File: src/rtl/l1seq_pkg.sv
package l1seq_pkg;

    typedef enum logic [2:0] {
        RK_PLAIN  = 3'd0,
        RK_ACQ    = 3'd1,
        RK_REL    = 3'd2,
        RK_ACQREL = 3'd3,
        RK_KBEGIN = 3'd4,
        RK_KEND   = 3'd5
    } req_kind_e;

    localparam logic OP_INVAL = 1'b0;
    localparam logic OP_FLUSH = 1'b1;

endpackage

File: src/rtl/l1seq_walker.sv
module l1seq_walker #(
    parameter int NUM_BLOCKS = 8,
    parameter int IDX_W      = 3
) (
    input  logic             clk,
    input  logic             rst_n,
    input  logic             start,
    input  logic             start_op,
    input  logic             start_chain,
    input  logic             cmd_ready,
    output logic             cmd_valid,
    output logic [IDX_W-1:0] cmd_idx,
    output logic             cmd_op,
    output logic             busy,
    output logic             fire
);
    import l1seq_pkg::*;

    localparam logic [IDX_W-1:0] LAST_IDX = IDX_W'(NUM_BLOCKS - 1);

    typedef struct packed {
        logic             busy;
        logic             op;
        logic             chain;
        logic [IDX_W-1:0] idx;
    } walk_t;

    walk_t walk_d, walk_q;

    always_comb begin
        walk_d = walk_q;
        fire   = walk_q.busy && cmd_ready;
        if (!walk_q.busy) begin
            if (start) begin
                walk_d.busy  = 1'b1;
                walk_d.op    = start_op;
                walk_d.chain = start_chain;
                walk_d.idx   = '0;
            end
        end else if (fire) begin
            if (walk_q.idx == LAST_IDX) begin
                if (walk_q.chain) begin
                    // invalidate sweep finished, flush sweep follows at once
                    walk_d.op    = OP_FLUSH;
                    walk_d.chain = 1'b0;
                    walk_d.idx   = '0;
                end else begin
                    walk_d.busy = 1'b0;
                end
            end else begin
                walk_d.idx = walk_q.idx + 1'b1;
            end
        end
    end

    always_ff @(posedge clk) begin
        if (!rst_n) walk_q <= '0;
        else        walk_q <= walk_d;
    end

    assign cmd_valid = walk_q.busy;
    assign cmd_idx   = walk_q.idx;
    assign cmd_op    = walk_q.op;
    assign busy      = walk_q.busy;

    assert_cmd_hold_R2: assert property (@(posedge clk) disable iff (!rst_n)
        cmd_valid && !cmd_ready |=> cmd_valid && $stable(cmd_idx) && $stable(cmd_op));

    assert_chain_to_flush_R4: assert property (@(posedge clk) disable iff (!rst_n)
        fire && walk_q.chain && walk_q.idx == LAST_IDX
        |=> cmd_valid && cmd_op == OP_FLUSH && cmd_idx == '0);

endmodule

File: src/rtl/l1seq_outstanding.sv
module l1seq_outstanding #(
    parameter int CNT_W = 5,
    parameter int LIMIT = 16
) (
    input  logic             clk,
    input  logic             rst_n,
    input  logic             inc,
    input  logic             dec,
    output logic [CNT_W-1:0] count,
    output logic             zero
);
    typedef struct packed {
        logic [CNT_W-1:0] count;
    } cnt_t;

    cnt_t cnt_d, cnt_q;

    always_comb begin
        cnt_d = cnt_q;
        if (inc && !dec)      cnt_d.count = cnt_q.count + 1'b1;
        else if (dec && !inc) cnt_d.count = cnt_q.count - 1'b1;
    end

    always_ff @(posedge clk) begin
        if (!rst_n) cnt_q <= '0;
        else        cnt_q <= cnt_d;
    end

    assign count = cnt_q.count;
    assign zero  = (cnt_q.count == '0);

    assert_no_underflow_R11: assert property (@(posedge clk) disable iff (!rst_n)
        dec && !inc |-> count != '0);

    assert_no_overflow_R13: assert property (@(posedge clk) disable iff (!rst_n)
        inc && !dec |-> count != CNT_W'(LIMIT));

endmodule

File: src/rtl/l1seq_ctx_fifo.sv
module l1seq_ctx_fifo #(
    parameter int DEPTH  = 4,
    parameter int DATA_W = 4
) (
    input  logic              clk,
    input  logic              rst_n,
    input  logic              push,
    input  logic [DATA_W-1:0] push_data,
    input  logic              pop,
    output logic              nonempty,
    output logic              full,
    output logic [DATA_W-1:0] head
);
    localparam int PTR_W = (DEPTH > 1) ? $clog2(DEPTH) : 1;
    localparam int CNT_W = $clog2(DEPTH + 1);
    localparam logic [PTR_W-1:0] LAST_PTR = PTR_W'(DEPTH - 1);

    typedef struct packed {
        logic [DEPTH-1:0][DATA_W-1:0] slot;
        logic [PTR_W-1:0]             wr;
        logic [PTR_W-1:0]             rd;
        logic [CNT_W-1:0]             used;
    } fifo_t;

    fifo_t fifo_d, fifo_q;

    always_comb begin
        fifo_d = fifo_q;
        if (push) begin
            fifo_d.slot[fifo_q.wr] = push_data;
            fifo_d.wr = (fifo_q.wr == LAST_PTR) ? '0 : fifo_q.wr + 1'b1;
        end
        if (pop) begin
            fifo_d.rd = (fifo_q.rd == LAST_PTR) ? '0 : fifo_q.rd + 1'b1;
        end
        if (push && !pop)      fifo_d.used = fifo_q.used + 1'b1;
        else if (pop && !push) fifo_d.used = fifo_q.used - 1'b1;
    end

    always_ff @(posedge clk) begin
        if (!rst_n) fifo_q <= '0;
        else        fifo_q <= fifo_d;
    end

    assign nonempty = (fifo_q.used != '0);
    assign full     = (fifo_q.used == CNT_W'(DEPTH));
    assign head     = fifo_q.slot[fifo_q.rd];

    assert_push_not_full_R12: assert property (@(posedge clk) disable iff (!rst_n)
        push |-> !full);

    assert_pop_not_empty_R9: assert property (@(posedge clk) disable iff (!rst_n)
        pop |-> nonempty);

endmodule

File: src/rtl/l1_order_seq.sv
module l1_order_seq #(
    parameter int NUM_BLOCKS = 8,
    parameter int CTX_W      = 4,
    parameter int KEND_DEPTH = 4,
    parameter int IDX_W      = (NUM_BLOCKS > 1) ? $clog2(NUM_BLOCKS) : 1
) (
    input  logic             clk,
    input  logic             rst_n,
    input  logic             req_valid,
    output logic             req_ready,
    input  logic [2:0]       req_kind,
    input  logic [CTX_W-1:0] req_ctx,
    output logic             cmd_valid,
    input  logic             cmd_ready,
    output logic [IDX_W-1:0] cmd_idx,
    output logic             cmd_op,
    input  logic             wb_done,
    input  logic             inv_done,
    output logic             done_valid,
    output logic [CTX_W-1:0] done_ctx,
    output logic             issue_stall
);
    import l1seq_pkg::*;

    localparam int CNT_LIMIT = 2 * NUM_BLOCKS;
    localparam int CNT_W     = $clog2(CNT_LIMIT + 1);
    localparam logic [CNT_W-1:0] INV_ROOM_MAX = CNT_W'(NUM_BLOCKS);

    typedef struct packed {
        logic ready;
        logic start;
        logic start_op;
        logic start_chain;
        logic push;
    } dec_t;

    logic             walk_busy, walk_fire;
    logic [CNT_W-1:0] wb_count, inv_count;
    logic             wb_zero, inv_zero, inv_room;
    logic             q_nonempty, q_full, q_pop;
    logic [CTX_W-1:0] q_head;
    logic             accept;
    dec_t             dec;

    assign inv_room = (inv_count <= INV_ROOM_MAX);

    // Request classification and sweep launch
    always_comb begin
        dec = '0;
        unique case (req_kind)
            RK_ACQ: begin
                dec.ready    = !walk_busy && wb_zero && inv_room;
                dec.start    = 1'b1;
                dec.start_op = OP_INVAL;
            end
            RK_REL: begin
                dec.ready    = !walk_busy && wb_zero;
                dec.start    = 1'b1;
                dec.start_op = OP_FLUSH;
            end
            RK_ACQREL: begin
                dec.ready       = !walk_busy && wb_zero && inv_room;
                dec.start       = 1'b1;
                dec.start_op    = OP_INVAL;
                dec.start_chain = 1'b1;
            end
            RK_KBEGIN: begin
                dec.ready    = !walk_busy && (!wb_zero || inv_room);
                dec.start    = wb_zero || inv_zero;
                dec.start_op = OP_INVAL;
            end
            RK_KEND: begin
                dec.ready    = !walk_busy && !q_full;
                dec.start    = wb_zero;
                dec.start_op = OP_FLUSH;
                dec.push     = 1'b1;
            end
            default: begin
                dec.ready = !walk_busy && wb_zero;
            end
        endcase
    end

    assign req_ready = dec.ready;
    assign accept    = req_valid && dec.ready;
    assign q_pop     = q_nonempty && wb_zero && !walk_busy;

    l1seq_walker #(
        .NUM_BLOCKS (NUM_BLOCKS),
        .IDX_W      (IDX_W)
    ) u_walker (
        .clk         (clk),
        .rst_n       (rst_n),
        .start       (accept && dec.start),
        .start_op    (dec.start_op),
        .start_chain (dec.start_chain),
        .cmd_ready   (cmd_ready),
        .cmd_valid   (cmd_valid),
        .cmd_idx     (cmd_idx),
        .cmd_op      (cmd_op),
        .busy        (walk_busy),
        .fire        (walk_fire)
    );

    l1seq_outstanding #(
        .CNT_W (CNT_W),
        .LIMIT (CNT_LIMIT)
    ) u_wb_cnt (
        .clk   (clk),
        .rst_n (rst_n),
        .inc   (walk_fire && cmd_op == OP_FLUSH),
        .dec   (wb_done),
        .count (wb_count),
        .zero  (wb_zero)
    );

    l1seq_outstanding #(
        .CNT_W (CNT_W),
        .LIMIT (CNT_LIMIT)
    ) u_inv_cnt (
        .clk   (clk),
        .rst_n (rst_n),
        .inc   (walk_fire && cmd_op == OP_INVAL),
        .dec   (inv_done),
        .count (inv_count),
        .zero  (inv_zero)
    );

    l1seq_ctx_fifo #(
        .DEPTH  (KEND_DEPTH),
        .DATA_W (CTX_W)
    ) u_kend_q (
        .clk       (clk),
        .rst_n     (rst_n),
        .push      (accept && dec.push),
        .push_data (req_ctx),
        .pop       (q_pop),
        .nonempty  (q_nonempty),
        .full      (q_full),
        .head      (q_head)
    );

    assign done_valid  = q_pop;
    assign done_ctx    = q_head;
    assign issue_stall = !wb_zero;

    assert_no_accept_in_walk_R5: assert property (@(posedge clk) disable iff (!rst_n)
        cmd_valid |-> !req_ready);

    assert_stall_gates_issue_R6: assert property (@(posedge clk) disable iff (!rst_n)
        issue_stall && req_valid && req_ready
        |-> req_kind == RK_KBEGIN || req_kind == RK_KEND);

    assert_kend_drain_no_walk_R8: assert property (@(posedge clk) disable iff (!rst_n)
        issue_stall && req_valid && req_ready && req_kind == RK_KEND |=> !cmd_valid);

    assert_done_when_drained_R9: assert property (@(posedge clk) disable iff (!rst_n)
        done_valid |-> !issue_stall && !cmd_valid);

endmodule

File: config.mk
export PLATFORM = sky130hd
export DESIGN_NAME = l1_order_seq
export DESIGN_NICKNAME = d
export VERILOG_FILES = /design/src/rtl/l1seq_pkg.sv /design/src/rtl/l1seq_walker.sv /design/src/rtl/l1seq_outstanding.sv /design/src/rtl/l1seq_ctx_fifo.sv /design/src/rtl/l1_order_seq.sv
export SDC_FILE = /design/constraint.sdc
export NUM_CORES = 1
export LEC_CHECK = 0
export BUFFER_PORTS_ARGS = -buffer_cell sky130_fd_sc_hd__buf_2
export CAP_MARGIN = 25
export CELL_PAD_IN_SITES_DETAIL_PLACEMENT = 2
export CELL_PAD_IN_SITES_GLOBAL_PLACEMENT = 2
export CORE_MARGIN = 2
export CORE_UTILIZATION = 36
export DETAILED_ROUTE_END_ITERATION = 6
export GPL_TIMING_DRIVEN = 0
export PLACE_DENSITY = 0.77
export SLEW_MARGIN = 30
export SYNTH_ARGS = -nofsm -noshare
export SYNTH_HDL_FRONTEND = slang
export SYNTH_HIERARCHICAL = 1
export SYNTH_SLANG_ARGS = --single-unit
File: constraint.sdc
create_clock -name clk -period 3.45 [get_ports clk]
set_input_delay 0.69 -clock clk [delete_from_list [all_inputs] [get_ports clk]]
set_output_delay 0.69 -clock clk [all_outputs]
set_load 0.05 [all_outputs]
==> metrics list, run 1 <==
- Cell-by-cell listing of the critical path: or4_2 > nor2_2 > inv_2 > nor2_1 > o21ai_1 > a31oi_1 > buf_2
- Number of placed instances, taps included: about 360
- The worst path needs between 3 and 4 ns of the cycle, external delays included.
- Final Routed Wirelength: between 6 and 7 mm
- Last element of the critical path: req_ready
- The worst register-to-register path ends at u_kend_q/fifo_q[2].
* Min-Delay Startpoint: u_kend_q/fifo_q[14]
- In this run the mean area of a mapped cell was roughly 8.9 sq um.
* Most area-hungry cell type in the Yosys netlist: sky130_fd_sc_hd__dfxtp_1
- CTS placed an instance of sky130_fd_sc_hd__clkbuf_8 at the clock tree root.
- Number of endpoints with negative hold slack in the final report: 0
* Worst R2R Path Depth: 11
* Insertion delay to the later sink of the worst-skew pair: 0.29 ns
* Largest fanout on the critical path: 6
- Commonest cells in the synthesized netlist: sky130_fd_sc_hd__dfxtp_1 (39), sky130_fd_sc_hd__nand2_1 (31), sky130_fd_sc_hd__nand3_1 (26)
- Summed over all nets, the switching power comes to between 500 and 600 uW.
* Number of cells in the finished layout apart from fillers: 371
- Type of element launching the critical path: flop
- The floorplan has 29 rows.
- The worst-case IR drop observed on VDD is roughly 0.35 mV.
- Filler cell count in the final layout: around 740
- Post-CTS Hold Buffers: 0
- The tightest min-delay check is of the reg2reg type.
- Signal arrival time at the worst endpoint: approximately 2.5 ns
- After detailed routing, the number of remaining DRC violations is 0.
- The post-route netlist has 19.4% of its cells at a drive strength greater than 1.
- Launch point of the worst path: u_wb_cnt/count[0]
- Area of the multi-input gates: between 1000 and 1500 sq um
* DR WL/cell: ~16 um
- The share of total power dissipated in the clock network is between 20% and 30%.
* Cell with the largest stage delay on the worst path: sky130_fd_sc_hd__or4_2
* Detailed router's first-iteration violation count: 56
* Internal Pwr Total: 1010 uW
- Remaining global-route overflow: 0
- The first global-routing pass estimated just over 10 mm of wire.
- In this design, the stage delay of the slowest critical-path cell is 0.68 ns.
* Portion of total power attributed to sequential cells: approximately 37%
- Cell with the most instances after synthesis: sky130_fd_sc_hd__dfxtp_1
- Die width: ~85 um
- Gate power share: a little under two fifths
- Layout Skew: between 0.003 and 0.004 ns
- Worst-Margin Slew: about 0.68 ns
- The clock passes through at most 2 buffers.
- The first detailed-routing pass ran for 4 iterations.
- Post-Syn Area: ~2400 sq um
* Dominant cells by area after synthesis: sky130_fd_sc_hd__dfxtp_1 (33%), sky130_fd_sc_hd__ha_1 (9.0%), sky130_fd_sc_hd__nand3_1 (5.5%)
- Post-DRT Antenna Nets: 0
- Net switching is between 30% and 40% of the power.
- Port buffering added 23 buffers.
* Via count: a little under 2000
- The congestion estimate from routability-driven global placement came to ~0.76.
- Dividing total power by cell area gives a power density of between 500 and 600 nW/um^2.
* Total of warnings raised by yosys: 6
- The sequential cells in the finished layout cover a total of about 780 sq um.
- Die Outline Area: 7200 sq um
- Required arrival time at the worst endpoint: around 2.8 ns
- Number of different library cells in the post-synthesis netlist: 44
* Starting utilization of the core area: ~37%
* Slew Limit Headroom: a little over half
- Die height: 84.9 um
* Max capacitance violation total: 0
- Count of final max-slew check failures: 0
- Share of the synthesized area in the top cell type: between 30% and 40%
- Number of buffers created by CTS: 5
- TritonCTS built the clock tree.
* Sum Neg Setup Slack: 0 ns
- Counting every sink on the clock net gives 39.
- Part of the Yosys area used for sequential elements: about a third
- The region available for standard cell placement spans between 6000 and 7000 sq um.
- Global routing used approximately 18% of the available tracks across all layers.
- The final layout contains 326 nets.
- Post-CTS resize count: 0
- Detailed placement finished with a half-perimeter wire length of around 4.6 mm.
- Crit end category: primary output
- Via count of the first global-routing pass: roughly 2100
- Most common flop cell mapped by yosys: sky130_fd_sc_hd__dfxtp_1
* Category of the most critical setup path: reg2out
- In the finished design, the share of the clock period the worst path needs comes to between 90% and 100%.
* Initial antenna violation count: 0
- Critical register-to-register path startpoint: u_wb_cnt/count[0]
* Post-Syn Instances: about 260
* Outcome: complete, no violations
* # diodes: 0
* # setup viols final: 0
- For flop-to-flop paths, the worst setup slack is 0.53 ns.
- Based on the critical path, the design can be clocked at up to between 0.3 and 0.4 GHz.
- I/O pin count: 25
- Measured on the finished design, the core utilization comes to a little over two fifths.
- The area growth from synthesis to layout is 14.8%.
- When the netlist entered floorplanning its net count stood at 296.
* Tot Pwr: 1600 uW
- Entering global routing, the biggest net connects 23 pins.
- Number of synthesized register bits: 39
- Dividing the detail-routed via count by the number of cells gives 5.35.
* Clock transition at the registers of the reported paths: 0.08 ns
* Share of synthesized flip-flops with an asynchronous set or reset: 0%
* Post-CTS setup-driven buffer insertion count: 0
- Unrepaired setup endpoints after global routing: false
- The analysis attributes to cell leakage a power of ~0.0011 uW.
- # H-tree levels: 2
- Number of enable flip-flop cells after synthesis: 0
per-stage QoR:
| stage | area, sq um | worst slack (ns) | hold slack (ns) |
|---|---|---|---|
| 2_1_floorplan | 2360 | 0.207 | 0.440 |
| 3_3_place_gp | 2580 | 0.104 | 0.453 |
| 6_report | 2700 | 0.309 | 0.472 |
| 3_5_place_dp | 2580 | 0.359 | 0.467 |
| 4_1_cts | 2700 | 0.132 | 0.478 |
| 5_1_grt | 2700 | 0.147 | 0.507 |
cell usage in the layout (no fill, tap or decap), types with 2 or more instances in the layout:
cell                        n
sky130_fd_sc_hd__nor2_1     9
sky130_fd_sc_hd__or4_2      2
sky130_fd_sc_hd__clkbuf_8   6
sky130_fd_sc_hd__nor2b_1    9
sky130_fd_sc_hd__a211oi_1   2
sky130_fd_sc_hd__a21boi_0  16
sky130_fd_sc_hd__buf_2     28
sky130_fd_sc_hd__mux2i_1   11
sky130_fd_sc_hd__nand2_1   31
sky130_fd_sc_hd__ha_1      17
sky130_fd_sc_hd__and2_1     7
sky130_fd_sc_hd__dfxtp_1   39
sky130_fd_sc_hd__buf_6      2
sky130_fd_sc_hd__a21oi_1   10
sky130_fd_sc_hd__nand2b_1   5
sky130_fd_sc_hd__clkbuf_1   2
sky130_fd_sc_hd__or3_1      3
sky130_fd_sc_hd__buf_4      4
sky130_fd_sc_hd__inv_1      9
sky130_fd_sc_hd__nand4b_1   2
sky130_fd_sc_hd__o21a_1     2
sky130_fd_sc_hd__xnor2_1    5
sky130_fd_sc_hd__nor3b_1    2
sky130_fd_sc_hd__or4b_1     3
sky130_fd_sc_hd__a21o_1     2
sky130_fd_sc_hd__nand3_1   26
sky130_fd_sc_hd__mux4_2     4
sky130_fd_sc_hd__nor3_1     3
sky130_fd_sc_hd__a31oi_1    4
sky130_fd_sc_hd__fa_1       3
sky130_fd_sc_hd__o21ai_0    8
routing by layer:
layer	vias up	routed length (um)	track usage, %
met5	-	0	0
met4	0	61	4.76
met3	5	122	3.50
met2	15	2970	28.8
met1	984	2940	24.2
li1	982	-	-
area by class of cell:
cell class / instances / area share [%]
plain buffers: 13 / 3.15
clock inverters: 2 / 1.30
clock buffers: 6 / 3.06
flip-flops and latches: 39 / 28.9
well taps: 77 / 3.56
multi-input cells: 201 / 54.4
repair buffers: 23 / 4.26
inverters: 10 / 1.39
worst max-delay path, delay by kind of cell, from the launching register on:
family / cells / cell delay [ns]
AND/OR/NAND/NOR: 3 / 1.08
buffers and inverters: 2 / 0.42
flip-flops: 1 / 0.37
AO/OA/AOI/OAI: 2 / 0.27
worst min path at each step:
stage,to,slack (ns),cells past startpoint
global placement,u_kend_q/fifo_q[21],0.45,2
finish,u_kend_q/fifo_q[14],0.47,2
floorplan,u_kend_q/fifo_q[19],0.44,2
detailed placement,u_kend_q/fifo_q[14],0.47,2
global route,u_kend_q/fifo_q[9],0.51,2
CTS,u_kend_q/fifo_q[14],0.48,2
registers in the layout (all words and copies together) (netlist names):
name,cells
u_walker/walk_q,1
u_walker/cmd_op,1
u_walker/cmd_idx,3
u_wb_cnt/count,5
u_kend_q/fifo_q,23
u_walker/busy,1
u_inv_cnt/count,5
power groups by stage:
stage	combinational [uW]	sequential, uW	clock, uW
floorplan	476	581	0
global placement	585	592	0
detailed placement	603	597	0
CTS	608	587	421
global route	680	598	436
finish	601	585	409
cells by family (layout without fill, tap and decap cells):
| group | after synthesis | in the layout | synth area share (%) |
|---|---|---|---|
| XOR/XNOR | 6 | 6 | 2.23 |
| AO/OA/AOI/OAI | 49 | 49 | 13.9 |
| buffers and inverters | 23 | 54 | 5.21 |
| AND/OR/NAND/NOR | 111 | 111 | 25.4 |
| adder cells (fa/ha/maj) | 20 | 20 | 11.6 |
| multiplexers | 15 | 15 | 8.51 |
| flip-flops | 39 | 39 | 33.2 |
No activity file was read; power rests on OpenSTA's default activity.
==> run 2, diff against run 1 <==
--- a/config.mk
+++ b/config.mk
@@ -7,13 +7,13 @@
 export LEC_CHECK = 0
 export BUFFER_PORTS_ARGS = -buffer_cell sky130_fd_sc_hd__buf_2
 export CAP_MARGIN = 25
-export CELL_PAD_IN_SITES_DETAIL_PLACEMENT = 2
-export CELL_PAD_IN_SITES_GLOBAL_PLACEMENT = 2
+export CELL_PAD_IN_SITES_DETAIL_PLACEMENT = 1
+export CELL_PAD_IN_SITES_GLOBAL_PLACEMENT = 1
 export CORE_MARGIN = 2
-export CORE_UTILIZATION = 36
+export CORE_UTILIZATION = 45
 export DETAILED_ROUTE_END_ITERATION = 6
 export GPL_TIMING_DRIVEN = 0
-export PLACE_DENSITY = 0.77
+export PLACE_DENSITY = 0.78
 export SLEW_MARGIN = 30
 export SYNTH_ARGS = -nofsm -noshare
 export SYNTH_HDL_FRONTEND = slang
==> metrics list, run 2 (synthesis gave the netlist of run 1 again) <==
- The pin count of the biggest net entering global routing came to 23 (unchanged).
* Crit end category: primary output
- Detailed router's first-iteration violation count: 38 (-32%)
* Largest register FFs: 23 (unchanged)
* Final clock period utilization by the worst path: 95.6% (+4.6 points)
* Number of placed instances, taps included: 356 (-1.9%)
- Number of buffers created by CTS: 5 (unchanged)
- The row count came to 26 (-10%).
* Via count: 1966 (-1.0%)
- Post-route worst hold slack: 0.465 ns (-0.00725 ns)
* Remaining DRCs: 0 (unchanged)
- Post-CTS resize count: 0 (unchanged)
- The summed area of non-filler cells in the final layout came to 2690 sq um (-0.42%).
* Unrepaired setup endpoints after global routing: false
- The number of max-slew violations in the final report was 0 (unchanged).
* Gate power share: 38.0% (+0.3 points)
- Wire length of the first global-routing pass: 9.44 mm (-7.1%)
* Area of the core region: 5070 sq um (-20%)
- GP Congestion: 0.817 (+7.1%)
- Counting stages on the worst path, the most repeated cell is sky130_fd_sc_hd__nor2_1.
- The delay of the slowest cell on the worst path is 0.67 ns (about the same).
- Post-CTS Hold Buffers: 0 (unchanged)
- The area after detailed placement is 2570 sq um (-0.58%).
- DR WL/cell: 15.0 um (-9.1%)
* Final nets: 326 (unchanged)
- Signal arrival time at the worst endpoint: 2.61 ns (+0.16 ns)
- Clk buf depth: 2 (unchanged)
- Remaining global-route overflow: 0 (unchanged)
- Die width: 76.3 um (-10%)
* Internal Pwr Total: 1010 uW (about the same)
- Insertion delay to the later sink of the worst-skew pair: 0.30 ns (about the same)
- The largest fanout on the critical path came to 6 (unchanged).
- The global-route total usage across every layer is 20.2% (+2.5 points).
- DR vias/cell: 5.40 (+0.90%)
- The final count of negative-setup-slack endpoints came to 0 (unchanged).
- The switching power total was 579 uW (-1.4%).
- From synthesis to final layout, the design area changed by 14.4%.
- Worst-Margin Slew: 0.657 ns (-0.0225 ns)
- Largest vdd supply drop: 0.446 mV (+29%)
- The first-pass detailed-route iteration total came to 4 (unchanged).
- # H-tree levels: 2 (unchanged)
- The count of endpoints failing hold in the final timing report was 0 (unchanged).
- Starting utilization of the core area: 46.4% (+9.3 points)
* Layout Skew: 0.00869 ns (+0.00527 ns)
- Hpwl dp: 4.08 mm (-11%)
- Required arrival time at the worst endpoint: 2.76 ns (about the same)
- The signal on the critical path passes through or4_2 > nor2_1 > inv_2 > nor2_1 > o21ai_1 > a31oi_1 > buf_2.
- The power density relative to cell area was 590 nW/um^2 (-0.11%).
- Category of the most critical setup path: reg2out
* Commonest non-fill, non-tap cell in the layout: sky130_fd_sc_hd__dfxtp_1
- The count of inserted antenna diode cells is 0 (unchanged).
* Final Routed Wirelength: 5.44 mm (-11%)
* Tot Pwr: 1590 uW (-0.53%)
* Initial antenna violation count: 0 (unchanged)
* Slew Limit Headroom: 55.8% (+1.5 points)
- The worst hold path belongs to the class reg2reg.
- Outcome: complete, no violations
- Die Outline Area: 5820 sq um (-19%)
- The leakage component of the power came to 0.00108 uW (unchanged).
* Clock tree from TritonCTS: done
- Sum Neg Setup Slack: 0 ns (unchanged)
- In this run the clock root is driven by a sky130_fd_sc_hd__clkbuf_8.
- Type of element launching the critical path: flop
- The share of power burned in the clock network came to 25.5% (about the same).
* Largest Register: u_kend_q/fifo_q
- The number of buffers inserted to repair setup after CTS came to 0 (unchanged).
- The switching portion of total power came to 36.5% (-0.32 points).
- The vertical extent of the die is 76.3 um (-10%).
- The number of violations of the max-capacitance limit is 0 (unchanged).
* Highest achievable clock rate: 0.303 GHz (-4.8%)
- The antenna violation net count after detailed routing is 0 (unchanged).
- Portion of total power attributed to sequential cells: 36.6% (about the same)
- Number of clock sinks seen by CTS: 39 (unchanged)
* Cell with the largest stage delay on the worst path: sky130_fd_sc_hd__or4_2
- The count of input and output buffers came to 23 (unchanged).
- Number of cells in the finished layout apart from fillers: 364 (-1.9%)
- Via count of the first global-routing pass: 2017 (-2.1%)
- The library cells used most frequently in the layout, excluding fill and tap cells, are sky130_fd_sc_hd__dfxtp_1 (39), sky130_fd_sc_hd__nand2_1 (31), sky130_fd_sc_hd__buf_2 (28).
- Min Tclk post-route: 3.30 ns (+0.157 ns)
- The top-level port count came to 25 (unchanged).
- The register clock-pin slew on the reported worst setup and hold paths was 0.08 ns (about the same).
- The fraction of layout cells with a size suffix above 1 came to 19.0% (-0.34 points).
-- run 2: per-stage QoR --
step,setup slack [ns],util (%)
3_3_place_gp,0.146,50.6
3_5_place_dp,0.00429,50.6
4_1_cts,0.175,52.9
5_1_grt,0.0489,53.0
2_1_floorplan,0.207,-
6_report,0.151,53.0
-- run 2: layout make-up --
class	count	area [sq um]
fill	620	2380
multi-input combinational	201	1470
sequential	39	781
timing repair buffer	23	115
tap	70	87.6
buffer	13	85.1
clock buffer	6	82.6
inverter	10	37.5
clock inverter	2	35.0
-- run 2: path summary, 6_finish.rpt --
check | from | end | slack, ns | cells past startpoint
max | u_wb_cnt/count[0] | req_ready | 0.15 | 7
min | u_kend_q/fifo_q[12] | u_kend_q/fifo_q[12] | 0.46 | 2
max reg2reg | u_wb_cnt/count[0] | u_kend_q/fifo_q[2] | 0.35 | 11
min reg2reg | u_kend_q/fifo_q[12] | u_kend_q/fifo_q[12] | 0.46 | 2
-- run 2: critical path, delay by kind of cell, from the launching register on --
kind | cells | cell delay (ns)
flops | 1 | 0.36
compound gates | 2 | 0.26
simple gates | 3 | 1.24
buf+inv | 2 | 0.46
-- run 2: power by group through the flow --
stage,Combinational [uW],Clock [uW],Sequential (uW)
6_report,602,404,580
5_1_grt,664,434,592
4_1_cts,604,419,583
3_5_place_dp,598,0,594
3_3_place_gp,579,0,589
2_1_floorplan,476,0,581
-- run 2: metal layers --
| metal | track usage (%) | up-vias | wire (um) |
|---|---|---|---|
| met5 | 0 | - | 0 |
| met4 | 7.64 | 0 | 85 |
| met3 | 3.67 | 8 | 135 |
| met2 | 33.8 | 17 | 2670 |
| met1 | 26.1 | 954 | 2550 |
| li1 | - | 987 | - |
==> run 3, diff against run 2 <==
--- a/config.mk
+++ b/config.mk
@@ -14,6 +14,7 @@
 export DETAILED_ROUTE_END_ITERATION = 6
 export GPL_TIMING_DRIVEN = 0
 export PLACE_DENSITY = 0.78
+export SETUP_SLACK_MARGIN = 0.5
 export SLEW_MARGIN = 30
 export SYNTH_ARGS = -nofsm -noshare
 export SYNTH_HDL_FRONTEND = slang
==> metrics list, run 3 (synthesis gave the netlist of run 1 again) <==
* Number of clock sinks seen by CTS: 39 (unchanged)
- Final clock period utilization by the worst path: 82.5% (-13 points)
* # H-tree levels: 2 (unchanged)
- The clock latency on the worst-skew pair was 0.30 ns (about the same).
* Clk buf depth: 2 (unchanged)
- From synthesis to final layout, the design area changed by 14.7%.
- Portion of total power attributed to sequential cells: 38.3% (+1.7 points)
* Worst Hold Path Cells: 2 (unchanged)
* Row count: 26 (unchanged)
- The number of inserted filler cells in the final layout was 642 (+3.5%).
- The first-pass detailed-route iteration total came to 4 (unchanged).
* Library cell used as clock root buffer: sky130_fd_sc_hd__clkbuf_8
* Reg area: 781 sq um (unchanged)
- Outcome: complete, no violations
- I/O pin count: 25 (unchanged)
- The global route total overflow came to 0 (unchanged).
* Total routing usage reported by global routing: 20.4% (+0.11 points)
- The number of max-slew violations in the final report came to 0 (unchanged).
- Number of buffers created by CTS: 5 (unchanged)
- The worst hold path terminates at u_kend_q/fifo_q[18].
* Initial antenna violation count: 0 (unchanged)
- The min-delay analysis places its worst path in the category reg2reg.
- Largest Register: u_kend_q/fifo_q
- Fraction of final layout cells sized beyond drive strength 1: 20.3% (+1.2 points)
- DR vias/cell: 5.43 (+0.47%)
- GP Congestion: 0.811 (-0.70%)
- Post-CTS Hold Buffers: 0 (unchanged)
- The final count of negative-setup-slack endpoints is 0 (unchanged).
* Post-DRT Antenna Nets: 0 (unchanged)
- Highest achievable clock rate: 0.351 GHz (+16%)
- Min-Delay Startpoint: u_kend_q/fifo_q[18]
- The setup total negative slack came to 0 ns (unchanged).
- Area of the core region: 5070 sq um (unchanged)
- The routed wire length was 5.52 mm (+1.4%).
* Most frequent cells in the layout: sky130_fd_sc_hd__dfxtp_1 (39), sky130_fd_sc_hd__nand2_1 (31), sky130_fd_sc_hd__buf_2 (27)
* Signal arrival time at the worst endpoint: 2.16 ns (-0.45 ns)
- The flip-flop count of the largest register, all copies and words added came to 23 (unchanged).
* Slew Limit Headroom: 58.2% (+2.3 points)
- Cell area after layout: 2700 sq um (+0.33%)
- Number of endpoints with negative hold slack in the final report: 0 (unchanged)
- Category of the most critical setup path: reg2out
- Die Outline Area: 5820 sq um (unchanged)
- The worst IR drop on VDD came to 0.319 mV (-28%).
* Power density relative to cell area: 565 nW/um^2 (-4.2%)
- Switching Fraction: 38.5% (+2.0 points)
* Largest net degree at the start of global routing: 23 (unchanged)
- Starting utilization of the core area: 46.4% (unchanged)
* Required arrival time at the worst endpoint: 2.76 ns (about the same)
* Net load switching power: 587 uW (+1.2%)
- The wire length of the first global-routing pass is 9.54 mm (+1.0%).
- # diodes: 0 (unchanged)
- The leakage component of the power is 0.00107 uW (-0.71%).
- The count of input and output buffers is 23 (unchanged).
* Type of element launching the critical path: flop
* Worst-Margin Slew: 0.622 ns (-0.0348 ns)
- Remaining DRCs: 0 (unchanged)
- Clock transition at the registers of the reported paths: 0.08 ns (about the same)
* Clock tree from TritonCTS: done
- Largest fanout on the critical path: 5 (-1)
- Die height: 76.3 um (unchanged)
- The number of violations of the max-capacitance limit is 0 (unchanged).
* Internal Pwr Total: 938 uW (-6.9%)
* Clock network power share: 20.2% (-5.3 points)
- DR WL/cell: 15.1 um (+0.88%)
* Capture point of the worst reg-to-reg path: u_kend_q/fifo_q[2]
- The number of cell instances on the worst register-to-register path is 8 (-3).
* Layout Skew: 0.00546 ns (-0.00324 ns)
- The estimated wirelength of the detail-placed design is 4.14 mm (+1.5%).
* Unrepaired setup endpoints after global routing: false
- The area after detailed placement was 2600 sq um (+1.2%).
* Commonest non-fill, non-tap cell in the layout: sky130_fd_sc_hd__dfxtp_1
- The final period demand of the worst path was 2.85 ns (-0.452 ns).
- Via count of the first global-routing pass: 2001 (-0.79%)
- The overall die width was 76.3 um (unchanged).
* Crit end category: primary output
- Final nets: 328 (+0.61%)
- The combinational share of power was 41.6% (+3.6 points).
* Critical register-to-register path startpoint: u_walker/busy
- The area of the multi-input gates came to 1490 sq um (+1.3%).
- The detailed router's first-iteration violation count is 76 (+100%).
- Via count: 1986 (+1.0%)
- Reg2Reg Setup Slack: 0.83 ns (+0.48 ns)
[run 3: layout make-up]
cell class,instances,share of cell area [%]
Clock buffer,6,2.69
Tap cell,70,3.24
Inverter,10,1.58
Clock inverter,2,0.463
Multi-Input combinational cell,201,55.1
Sequential cell,39,28.9
Buffer,13,3.15
Timing Repair Buffer,25,4.91
[run 3: per-stage QoR]
| stage | hold WS (ns) | setup WS (ns) | util, % | instances | power (uW) |
|---|---|---|---|---|---|
| final | 0.468 | 0.603 | 53.2 | 366 | 1520 |
| after global routing | 0.504 | 0.446 | 53.2 | 366 | 1640 |
| after CTS | 0.472 | 0.557 | 52.9 | 364 | 1530 |
| after detailed placement | 0.461 | 0.359 | 51.2 | 356 | 1210 |
| after global placement | 0.451 | 0.418 | 51.2 | 356 | 1190 |
| after floorplan | 0.440 | 0.594 | - | 263 | 1080 |
[run 3: what timing repair did]
item / in CTS / in global routing
endpoints found under the setup margin: 0 / 1
setup buffers: 0 / 2
gates resized for setup: 0 / 1
[run 3: worst max-delay path by stage]
| stage | start | end | slack (ns) | cells past startpoint |
|---|---|---|---|---|
| floorplan | u_wb_cnt/count[0] | u_kend_q/fifo_q[2] | 0.59 | 11 |
| global placement | req_kind[1] | u_kend_q/fifo_q[2] | 0.42 | 9 |
| detailed placement | req_kind[1] | u_kend_q/fifo_q[2] | 0.36 | 9 |
| CTS | u_wb_cnt/count[0] | req_ready | 0.56 | 7 |
| global route | u_wb_cnt/count[0] | req_ready | 0.45 | 6 |
| finish | u_wb_cnt/count[0] | req_ready | 0.60 | 6 |
[run 3: worst max-delay path, stage by stage, from the launching register on]
cell and delay [ns]:
sky130_fd_sc_hd__dfxtp_1 0.37, sky130_fd_sc_hd__or4_4 0.55, sky130_fd_sc_hd__nor2_4 0.19, sky130_fd_sc_hd__o21a_1 0.16, sky130_fd_sc_hd__o21ai_0 0.13, sky130_fd_sc_hd__a31oi_2 0.20, sky130_fd_sc_hd__clkbuf_4 0.26
[run 3: routing by layer]
layer | part of all wire [%] | GRT usage (%)
met3 | 2.7 | 4.98
met2 | 49 | 33.6
met1 | 47 | 26.4
met5 | 0 | 0
met4 | 1.2 | 6.00
[run 3: power by group through the flow]
stage | Sequential (uW) | Combinational, uW | Clock (uW)
after floorplan | 583 | 496 | 0
after global placement | 592 | 598 | 0
after detailed placement | 596 | 616 | 0
after CTS | 585 | 620 | 324
after global routing | 595 | 708 | 339
final | 583 | 634 | 307
